**config.mk**
```make
export PLATFORM = sky130hd
export DESIGN_NAME = synth_div_chain
export DESIGN_NICKNAME = d
export VERILOG_FILES = /design/src/rtl/synth_div_pkg.sv /design/src/rtl/ref_divider.sv /design/src/rtl/m_divider.sv /design/src/rtl/post_divider.sv /design/src/rtl/synth_div_chain.sv
export SDC_FILE = /design/constraint.sdc
export NUM_CORES = 1
export LEC_CHECK = 0
export BUFFER_PORTS_ARGS = -buffer_cell sky130_fd_sc_hd__buf_2
export CORE_ASPECT_RATIO = 1.75
export CORE_MARGIN = 5
export CORE_UTILIZATION = 29
export CTS_BUF_LIST = sky130_fd_sc_hd__clkbuf_4
export DETAILED_ROUTE_END_ITERATION = 7
export PLACE_DENSITY_LB_ADDON = 0.15
export SYNTH_ARGS = -nofsm -noshare
export SYNTH_HDL_FRONTEND = slang
export SYNTH_SLANG_ARGS = --single-unit
export TNS_END_PERCENT = 30
```
**constraint.sdc**
```tcl
create_clock -name clk -period 3.65 [get_ports clk]
set_input_delay 0.1825 -clock clk [delete_from_list [all_inputs] [get_ports clk]]
set_output_delay 0.1825 -clock clk [all_outputs]
set_load 0.1 [all_outputs]
```
**src/rtl/synth_div_pkg.sv**
```systemverilog
package synth_div_pkg;
  localparam int M_W      = 9;
  localparam int N_W      = 2;
  localparam int T_W      = 3;
  localparam int REF_DIV  = 16;

  typedef enum logic [T_W-1:0] {
    TST_SHIFT = 3'b000,
    TST_HIGH  = 3'b001,
    TST_REF   = 3'b010,
    TST_MVCO  = 3'b011,
    TST_FOUT  = 3'b100,
    TST_LOW   = 3'b101,
    TST_SCLK  = 3'b110,
    TST_FOUT4 = 3'b111
  } test_sel_e;
endpackage

```
**src/rtl/ref_divider.sv**
```systemverilog
module ref_divider #(
  parameter int DIV = 16
) (
  input  logic clk,
  input  logic rst_n,
  input  logic tick,
  output logic div_out
);
  localparam int HALF = DIV / 2;
  localparam int CW   = (HALF > 1) ? $clog2(HALF) : 1;

  logic [CW-1:0] cnt_q, cnt_nxt;
  logic          out_q, out_nxt;
  logic          tc;

  assign tc = (cnt_q == CW'(HALF - 1));

  always_comb begin
    cnt_nxt = cnt_q;
    out_nxt = out_q;
    if (tick) begin
      if (tc) begin
        cnt_nxt = '0;
        out_nxt = ~out_q;
      end else begin
        cnt_nxt = cnt_q + CW'(1);
      end
    end
  end

  always_ff @(posedge clk or negedge rst_n) begin
    if (!rst_n) begin
      cnt_q <= '0;
      out_q <= 1'b0;
    end else begin
      cnt_q <= cnt_nxt;
      out_q <= out_nxt;
    end
  end

  assign div_out = out_q;

  AST_REF_TOGGLE_ON_TICK: assert property (@(posedge clk) disable iff (!rst_n)
    !$stable(out_q) |-> $past(tick));
endmodule

```
**src/rtl/m_divider.sv**
```systemverilog
module m_divider #(
  parameter int MW    = 9,
  parameter int M_RST = 4
) (
  input  logic          clk,
  input  logic          rst_n,
  input  logic          tick,
  input  logic [MW-1:0] m_req,
  output logic          div_out
);
  logic [MW-1:0] cnt_q, cnt_nxt;
  logic [MW-1:0] m_act_q, m_act_nxt;
  logic          out_q, out_nxt;
  logic          tc;

  assign tc = (({1'b0, cnt_q} + (MW+1)'(1)) >= {1'b0, m_act_q});

  always_comb begin
    cnt_nxt   = cnt_q;
    m_act_nxt = m_act_q;
    out_nxt   = out_q;
    if (tick) begin
      if (tc) begin
        cnt_nxt   = '0;
        out_nxt   = ~out_q;
        m_act_nxt = m_req;
      end else begin
        cnt_nxt = cnt_q + MW'(1);
      end
    end
  end

  always_ff @(posedge clk or negedge rst_n) begin
    if (!rst_n) begin
      cnt_q   <= '0;
      m_act_q <= MW'(M_RST);
      out_q   <= 1'b0;
    end else begin
      cnt_q   <= cnt_nxt;
      m_act_q <= m_act_nxt;
      out_q   <= out_nxt;
    end
  end

  assign div_out = out_q;

  AST_M_LOAD_AT_BOUNDARY: assert property (@(posedge clk) disable iff (!rst_n)
    !$stable(m_act_q) |-> !$stable(out_q));
  AST_M_TOGGLE_ON_TICK: assert property (@(posedge clk) disable iff (!rst_n)
    !$stable(out_q) |-> $past(tick));
endmodule

```
**src/rtl/post_divider.sv**
```systemverilog
module post_divider #(
  parameter int NW    = 2,
  parameter int N_RST = 0
) (
  input  logic          clk,
  input  logic          rst_n,
  input  logic          tick,
  input  logic [NW-1:0] n_req,
  output logic          clk_out,
  output logic          clk_div4
);
  localparam int HW = 4;

  logic [NW-1:0] n_act_q, n_act_nxt;
  logic [HW-1:0] hcnt_q, hcnt_nxt;
  logic [HW-1:0] half_len;
  logic          out_q, out_nxt;
  logic [1:0]    q4_q, q4_nxt;
  logic          tc;

  always_comb begin
    case (n_act_q)
      2'b00:   half_len = HW'(2);
      2'b01:   half_len = HW'(4);
      2'b10:   half_len = HW'(8);
      default: half_len = HW'(1);
    endcase
  end

  assign tc = (hcnt_q == (half_len - HW'(1)));

  always_comb begin
    hcnt_nxt  = hcnt_q;
    out_nxt   = out_q;
    n_act_nxt = n_act_q;
    q4_nxt    = q4_q;
    if (tick) begin
      if (tc) begin
        hcnt_nxt = '0;
        out_nxt  = ~out_q;
        if (!out_q) begin
          n_act_nxt = n_req;
          q4_nxt    = q4_q + 2'd1;
        end
      end else begin
        hcnt_nxt = hcnt_q + HW'(1);
      end
    end
  end

  always_ff @(posedge clk or negedge rst_n) begin
    if (!rst_n) begin
      hcnt_q  <= '0;
      out_q   <= 1'b0;
      n_act_q <= NW'(N_RST);
      q4_q    <= '0;
    end else begin
      hcnt_q  <= hcnt_nxt;
      out_q   <= out_nxt;
      n_act_q <= n_act_nxt;
      q4_q    <= q4_nxt;
    end
  end

  assign clk_out  = out_q;
  assign clk_div4 = q4_q[1];

  AST_N_LOAD_ON_RISE: assert property (@(posedge clk) disable iff (!rst_n)
    !$stable(n_act_q) |-> $rose(out_q));
  AST_POST_TOGGLE_ON_TICK: assert property (@(posedge clk) disable iff (!rst_n)
    !$stable(out_q) |-> $past(tick));
  AST_DIV4_ON_RISE: assert property (@(posedge clk) disable iff (!rst_n)
    !$stable(q4_q) |-> $rose(out_q));
endmodule

```
**src/rtl/synth_div_chain.sv**
```systemverilog
module synth_div_chain
  import synth_div_pkg::*;
#(
  parameter int M_RST = 4,
  parameter int N_RST = 0
) (
  input  logic           clk,
  input  logic           rst_n,
  input  logic           vco_tick,
  input  logic           ref_tick,
  input  logic           sclk,
  input  logic           shift_bit,
  input  logic [M_W-1:0] m_val,
  input  logic [N_W-1:0] n_code,
  input  logic [T_W-1:0] test_code,
  input  logic           out_en,
  output logic           fout,
  output logic           test_out
);
  test_sel_e sel;
  logic      sclk_q;
  logic      sclk_rise;
  logic      post_tick;
  logic      ref_div_out;
  logic      mvco_out;
  logic      msclk_out;
  logic      post_out;
  logic      post_div4;
  logic      fout_q, fout_nxt;

  assign sel       = test_sel_e'(test_code);
  assign sclk_rise = sclk & ~sclk_q;
  assign post_tick = (sel == TST_SCLK) ? sclk_rise : vco_tick;

  ref_divider #(.DIV(REF_DIV)) u_ref_div (
    .clk     (clk),
    .rst_n   (rst_n),
    .tick    (ref_tick),
    .div_out (ref_div_out)
  );

  m_divider #(.MW(M_W), .M_RST(M_RST)) u_m_vco (
    .clk     (clk),
    .rst_n   (rst_n),
    .tick    (vco_tick),
    .m_req   (m_val),
    .div_out (mvco_out)
  );

  m_divider #(.MW(M_W), .M_RST(M_RST)) u_m_sclk (
    .clk     (clk),
    .rst_n   (rst_n),
    .tick    (sclk_rise),
    .m_req   (m_val),
    .div_out (msclk_out)
  );

  post_divider #(.NW(N_W), .N_RST(N_RST)) u_post (
    .clk      (clk),
    .rst_n    (rst_n),
    .tick     (post_tick),
    .n_req    (n_code),
    .clk_out  (post_out),
    .clk_div4 (post_div4)
  );

  assign fout_nxt = out_en & post_out;

  always_ff @(posedge clk or negedge rst_n) begin
    if (!rst_n) begin
      sclk_q <= 1'b0;
      fout_q <= 1'b0;
    end else begin
      sclk_q <= sclk;
      fout_q <= fout_nxt;
    end
  end

  always_comb begin
    case (sel)
      TST_SHIFT: test_out = shift_bit;
      TST_HIGH:  test_out = 1'b1;
      TST_REF:   test_out = ref_div_out;
      TST_MVCO:  test_out = mvco_out;
      TST_FOUT:  test_out = post_out;
      TST_LOW:   test_out = 1'b0;
      TST_SCLK:  test_out = msclk_out;
      default:   test_out = post_div4;
    endcase
  end

  assign fout = fout_q;

  AST_OE_LOW_HOLDS: assert property (@(posedge clk) disable iff (!rst_n)
    !$past(out_en) |-> !fout);
  AST_SCLK_FEEDS_POST: assert property (@(posedge clk) disable iff (!rst_n)
    ($past(sel == TST_SCLK) && !$stable(post_out)) |-> $past(sclk_rise));
endmodule

```
==> run_results.csv, run 1 <==
group,metric,value,unit
power,leakagePower,1.57,nW
setup_path,path_depth,10,
clock_tree,clk_pin_slew,0.16,ns
min_path,hold-path-cell-count,3,
logic_synthesis,syn_area,0.00295,mm2
power,switching_share,0.386,
drt,ant_nets,0,
placed_design,routabilityCongestion,0.784,
clock_tree,cts_setup_buffers,0,
drt,wl_per_cell,14.0,um
drt,routed_wl,6060,um
die,die_area,0.0124,mm2
power,power.switching,924,uW
logic_synthesis,ys.warnings.count,0,
drt,drc,0,
drt,drt_iter0_markers,68,
run_status,status,"completed",
cells_and_area,num-nets-final,354,
power,internal_power,1.47,mW
setup_path,cp_top_family,"compound AO/OA/AOI/OAI gates",
timing,post-route-period-util,0.878,
setup_path,cp_max_fo,11,
logic_synthesis,ys.flop_type,"dfrtp_1",
setup_path,arrival,3.49,ns
min_path,min-delay-start,"n_code[0]",
timing,drv_slew,0,
min_path,worstHoldEndpoint,"u_post.n_act_q[0]",
setup_path,crit_path_end_kind,"register",
cells_and_area,drive_above_1_share,0.195,
logic_synthesis,synthSimpleGateAreaFrac,0.123,
setup_path,crit_path_start_kind,"register",
setup_path,cpMaxStageDelayCell,"a211o_1",
global_route,grt_pass1_wl,10500,um
die,io_pins,23,
die,die_h,144,um
die,coreArea,0.00991,mm2
setup_path,crit_type,"register to register",
logic_synthesis,synth_nets,323,
logic_synthesis,synth_top_family_by_area,"compound AO/OA/AOI/OAI gates",
logic_synthesis,netlist_instances,276,
power,power,2.40,mW
clock_tree,clk_path_buf_depth,2,
power,p_comb_frac,0.428,
logic_synthesis,yosysSeqAreaShare,0.450,
logic_synthesis,muxShareOfSynthArea,0.0873,
clock_tree,cts_root_buf,"clkbuf_4",
setup_path,regToRegStartpoint,"u_m_vco.cnt_q[0]",
logic_synthesis,synth_xor_xnor_area_share,0.0652,
timing,finClkSkew,0.0162,ns
global_route,grt.overflow.total,0,
power,power_density,717,mW/mm2
power,seq_power_share,0.428,
global_route,grt_max_degree,54,
clock_tree,cts_sinks,53,
clock_tree,cts_tree,"yes",
die,initial_core_util,0.298,
global_route,grt.total_usage,0.110,
min_path,holdCritPathClass,"primary input to register",
power,peakVddDrop,214,uV
logic_synthesis,synthAdderAreaFrac,0.110,
clock_tree,htreeDepth,2,
setup_path,required,3.94,ns
setup_path,r2r_end,"u_m_vco.m_act_q[8]",
global_route,antenna_found_initial,1,
logic_synthesis,synth_edf_count,0,
setup_path,path_cells,"ha_1 > and3_1 > nand3_1 > xnor2_1 > ha_1 > o21a_1 > a221o_1 > a211o_1 > nand2_4 > mux2_2",
setup_path,critical-path-max-stage-delay,0.47,ns
logic_synthesis,async_flop_share,1.00,
job,drv_cap,0,
placed_design,place_inst,420,
setup_path,reg2reg_depth,10,
drt,vias,2060,
setup_path,rrSetupSlack,0.44,ns
timing,rsz0062_at_grt,"false",
setup_path,timing.critical_path.mode_cell,"ha_1",
logic_synthesis,ys_ff_latch,53,
setup_path,crit_buf_inv,0,
power,clkPwrFrac,0.144,
drt,dr.pass1.iters,3,
die,rows,48,
logic_synthesis,synth_cell_types,43,
cells_and_area,fin_util,0.337,
clock_tree,clock_latency,0.39,ns
cells_and_area,syn_to_final_growth,13.2,%
logic_synthesis,avgSynthCellArea,10.7,um2
timing,hold_violations,0,
placed_design,dp_hpwl,4630,um
logic_synthesis,synth_compound_area_frac,0.130,
clock_tree,numCtsBuffers,5,
timing,fmax,312,MHz
timing,timing.slew.headroom,0.523,
global_route,grt_pass1_vias,2236,
die,die_x,86.3,um
timing,period_minus_slack,3.21,ns
timing,setup_violations,0,
drt,avgViaCountPerCell,4.75,
cells_and_area,fin_cells,434,
placed_design,place.port_buffers,22,
timing,setup_tns,0,ns
timing,worst_slew_pin_slew,0.715,ns
==> power groups by stage <==
| stage | sequential (mW) | clock [mW] | combinational (mW) |
|---|---|---|---|
| 2_1_floorplan | 1.00 | 0 | 0.811 |
| 3_5_place_dp | 1.04 | 0 | 1.05 |
| 4_1_cts | 1.03 | 0.367 | 1.06 |
| 6_report | 1.03 | 0.345 | 1.03 |
| 5_1_grt | 1.07 | 0.391 | 1.19 |
| 3_3_place_gp | 1.04 | 0 | 1.03 |
==> sequential cells by signal (all words and copies together), names as in the netlist, 2 cells and up <==
signal	cells
u_m_sclk.cnt_q	9
u_m_sclk.m_act_q	9
u_m_vco.cnt_q	9
u_m_vco.m_act_q	9
u_post.hcnt_q	4
u_ref_div.cnt_q	3
u_post.n_act_q	2
u_post.q4_q	2
==> synthesized netlist by cell type (2+ instances only) <==
cell	instances	area share
a21o_1	5	0.013
nor2b_1	2	0.0042
or3_1	2	0.0042
o31ai_1	2	0.0051
and3_1	5	0.011
a21oi_1	5	0.0085
ha_1	26	0.11
nor2_1	6	0.0076
o21ai_0	18	0.030
xnor2_1	14	0.042
nand2_1	25	0.032
inv_1	22	0.028
xor2_1	8	0.024
nand4_1	2	0.0042
nand2b_1	8	0.017
clkbuf_1	3	0.0038
a22o_1	5	0.015
mux2_2	22	0.084
nor3_1	5	0.0085
a211oi_1	4	0.010
dfrtp_1	51	0.43
dfstp_2	2	0.018
o2bb2ai_1	6	0.018
nand3_1	9	0.015
==> placed cells by master, fill, tap and decap left out, types with 6 or more instances in the layout <==
cell type / instances
o21ai_0: 18
nand2b_1: 8
mux2_2: 22
ha_1: 26
nor2_1: 6
inv_1: 22
nand2_1: 25
xor2_1: 8
o2bb2ai_1: 6
buf_2: 22
dfrtp_1: 51
nand3_1: 9
xnor2_1: 14
==> worst max path at each step <==
stage | startpoint | endpoint | slack (ns)
after floorplan | u_ref_div.div_out | test_out | 0.81
after global placement | u_m_sclk.cnt_q[0] | u_m_sclk.m_act_q[0] | 0.49
after detailed placement | u_m_vco.cnt_q[0] | u_m_vco.m_act_q[0] | 0.41
after CTS | u_m_vco.cnt_q[0] | u_m_vco.m_act_q[8] | 0.39
after global routing | u_m_vco.cnt_q[0] | u_m_vco.m_act_q[8] | 0.22
final | u_m_vco.cnt_q[0] | u_m_vco.m_act_q[8] | 0.44
==> logic make-up (layout without fill, tap and decap cells) <==
group,after synthesis,in the layout
other cells,0,1
flops,53,53
simple gates,71,71
mux,23,23
fa+ha+maj,26,26
compound gates,54,54
buf+inv,27,59
xor+xnor,22,22
==> cell type report <==
type | instances | area, um2
timing repair buffer | 28 | 168
clock buffer | 5 | 37.5
inverter | 23 | 86.3
sequential | 53 | 1330
multi-input combinational | 196 | 1520
clock inverter | 3 | 41.3
antenna | 1 | 2.50
fill | 1029 | 6570
tap | 125 | 156
==> repair_timing <==
item	in CTS	in global routing
resized for setup	0	0
hold endpoints to repair	54	1
hold buffers	4	1
==> routing by layer <==
metal / part of all wire / vias up / GRT usage
met5: 0 / - / 0
met4: 0.035 / 0 / 0.0567
met3: 0.020 / 12 / 0.0224
met2: 0.56 / 18 / 0.212
met1: 0.38 / 994 / 0.107
li1: - / 1036 / -
==> metrics by stage <==
step | hold WS, ns | cell area [um2] | setup slack, ns
final | 0.0172 | 3340 | 0.444
after global routing | 0.000236 | 3340 | 0.221
after CTS | 0.00306 | 3330 | 0.394
after detailed placement | 0.324 | 3210 | 0.412
after global placement | 0.315 | 3210 | 0.493
after floorplan | -0.113 | 2950 | 0.807
==> worst reg2reg max path, delay by kind of cell, from the launching register on <==
kind,cells,cell delay (ns)
DFF,1,0.45
AOI/OAI and AO/OA,3,1.00
xor gates and xnor gates,1,0.22
muxes,1,0.35
and+or+nand+nor,3,0.57
adders and majority gates,2,0.52
(Power assumes the default switching activity.)
==> run 2: changes to the inputs <==
Settings changed: CORE_UTILIZATION 29 to 48, CTS_BUF_LIST sky130_fd_sc_hd__clkbuf_4 to sky130_fd_sc_hd__clkbuf_8, REMOVE_ABC_BUFFERS set to 1.
==> run 2 against run 1 <==
Routed wire length fell by 11%. Highest routed layer unchanged. Via count fell by 0.39%. Total power up 2.3%. Utilization is 22 points higher. First-iteration DRC count down 65%. Critical path depth did not move. Clock skew fell by 0.0099 ns. Final cell count is 12% lower. Register-to-register slack better by 0.13 ns. Combinational power about the same. Count of clock-buffer cells in the layout grew 1. Clock power rose by 20%.
==> run_results.csv, run 2 (synthesis gave the netlist of run 1 again) <==
group,metric,value,unit
timing,drv_slew,0,
drt,routed_wl,5420,um
die,die_area,0.00788,mm2
clock_tree,cts_sinks,53,
global_route,grt.overflow.total,0,
timing,setup_violations,0,
job,drv_cap,0,
power,p_comb_frac,0.414,
cells_and_area,fin_cells,384,
global_route,grt_pass1_vias,2221,
power,seq_power_share,0.417,
cells_and_area,num-nets-final,352,
cells_and_area,fin_util,0.556,
cells_and_area,drive_above_1_share,0.199,
global_route,grt_max_degree,31,
timing,setup_ws,0.576,ns
power,switching_share,0.365,
clock_tree,clk_pin_slew,0.09,ns
run_status,status,"completed",
setup_path,cpMaxStageDelayCell,"dfrtp_1",
die,die_h,114,um
timing,timing.slew.headroom,0.560,
setup_path,required,3.85,ns
power,internal_power,1.56,mW
timing,worst_slew_pin_slew,0.659,ns
setup_path,arrival,3.27,ns
setup_path,path_cells,"ha_1 > and3_1 > nand3_1 > xnor2_1 > ha_1 > o21a_1 > a221o_1 > a211o_1 > nand2_4 > mux2_2",
power,power,2.45,mW
drt,drc,0,
setup_path,critical-path-max-stage-delay,0.45,ns
drt,drt_iter0_markers,24,
power,peakVddDrop,366,uV
die,die_x,69.3,um
drt,ant_nets,0,
timing,setup_tns,0,ns
global_route,grt.total_usage,0.154,
cells_and_area,most-common-layout-cells,"dfrtp_1, ha_1, nand2_1",
cells_and_area,syn_to_final_growth,11.6,%
timing,fmax,325,MHz
clock_tree,htreeDepth,2,
power,clkPwrFrac,0.168,
drt,avgViaCountPerCell,5.34,
drt,wl_per_cell,14.1,um
cells_and_area,final_common_cell,"dfrtp_1",
timing,finClkSkew,0.00630,ns
placed_design,dp_hpwl,4210,um
global_route,grt_pass1_wl,9760,um
min_path,holdCritPathClass,"primary input to register",
clock_tree,cts_tree,"yes",
drt,dr.pass1.iters,4,
die,rows,37,
die,coreArea,0.00593,mm2
clock_tree,cts_root_buf,"clkbuf_8",
placed_design,dpl_worst_slack,0.588,ns
power,power.switching,894,uW
die,io_pins,23,
power,leakagePower,1.59,nW
timing,period_minus_slack,3.07,ns
placed_design,routabilityCongestion,0.787,
placed_design,place.port_buffers,22,
timing,post-route-period-util,0.842,
global_route,antenna_found_initial,0,
setup_path,timing.critical_path.mode_cell,"ha_1",
cells_and_area,n_antenna_cell,0,
timing,rsz0062_at_grt,"false",
clock_tree,numCtsBuffers,5,
setup_path,crit_path_end_kind,"register",
drt,vias,2052,
clock_tree,cts_setup_buffers,0,
power,power_density,744,mW/mm2
clock_tree,clock_latency,0.31,ns
setup_path,crit_type,"register to register",
die,initial_core_util,0.499,
setup_path,crit_path_start_kind,"register",
placed_design,place_inst,374,
timing,hold_violations,0,
clock_tree,clk_path_buf_depth,2,
setup_path,cp_max_fo,10,
## run 2: final cells by class
class	instances	area [um2]
multi-input cells	196	1520
well taps	78	97.6
inverters	23	86.3
fillers	568	2630
repair buffers	26	145
clock inverters	2	33.8
clock buffers	6	82.6
flip-flops and latches	53	1330
## run 2: per-layer routing
layer / vias to the layer above / global-route usage / routed length (um)
li1: 1030 / - / -
met1: 978 / 0.154 / 2140
met2: 26 / 0.283 / 2910
met3: 18 / 0.0344 / 137
met4: 0 / 0.0991 / 227
met5: - / 0 / 0
## run 2: power by group through the flow
stage / clock [mW] / combinational, mW / sequential (mW)
2_1_floorplan: 0 / 0.797 / 1.01
5_1_grt: 0.447 / 1.17 / 1.07
4_1_cts: 0.430 / 1.03 / 1.03
6_report: 0.413 / 1.02 / 1.02
3_5_place_dp: 0 / 1.03 / 1.04
3_3_place_gp: 0 / 0.999 / 1.03
## run 2: repair_timing
action,CTS,global route
gates resized for setup,0,0
hold buffers,2,0
endpoints found under the hold margin,30,0
## run 2: final timing paths
path / to / start / cells past startpoint / slack [ns]
worst max register to register: u_m_vco.m_act_q[5] / u_m_vco.cnt_q[0] / 10 / 0.58
worst max-delay path: u_m_vco.m_act_q[5] / u_m_vco.cnt_q[0] / 10 / 0.58
min in group asynchronous: u_post.hcnt_q[0] / rst_n / 2 / 0.43
max in group asynchronous: u_m_sclk.m_act_q[2] / rst_n / 3 / 2.40
worst min register to register: u_ref_div.div_out / u_ref_div.div_out / 1 / 0.47
worst min-delay path: u_post.n_act_q[0] / n_code[0] / 3 / 0.07
## run 2: worst max-delay path: cells and delay by family (launching register included)
| family | cells | cell delay [ns] |
|---|---|---|
| adder cells (fa/ha/maj) | 2 | 0.55 |
| multiplexers | 1 | 0.35 |
| XOR/XNOR | 1 | 0.22 |
| AND/OR/NAND/NOR | 3 | 0.51 |
| flip-flops | 1 | 0.45 |
| AO/OA/AOI/OAI | 3 | 0.90 |
## run 2: stage by stage
| stage | instance area, um2 | hold WS, ns |
|---|---|---|
| global route | 3300 | 0.0658 |
| global placement | 3160 | 0.250 |
| floorplan | 2940 | -0.113 |
| CTS | 3300 | 0.0590 |
| finish | 3300 | 0.0723 |
| detailed placement | 3160 | 0.255 |
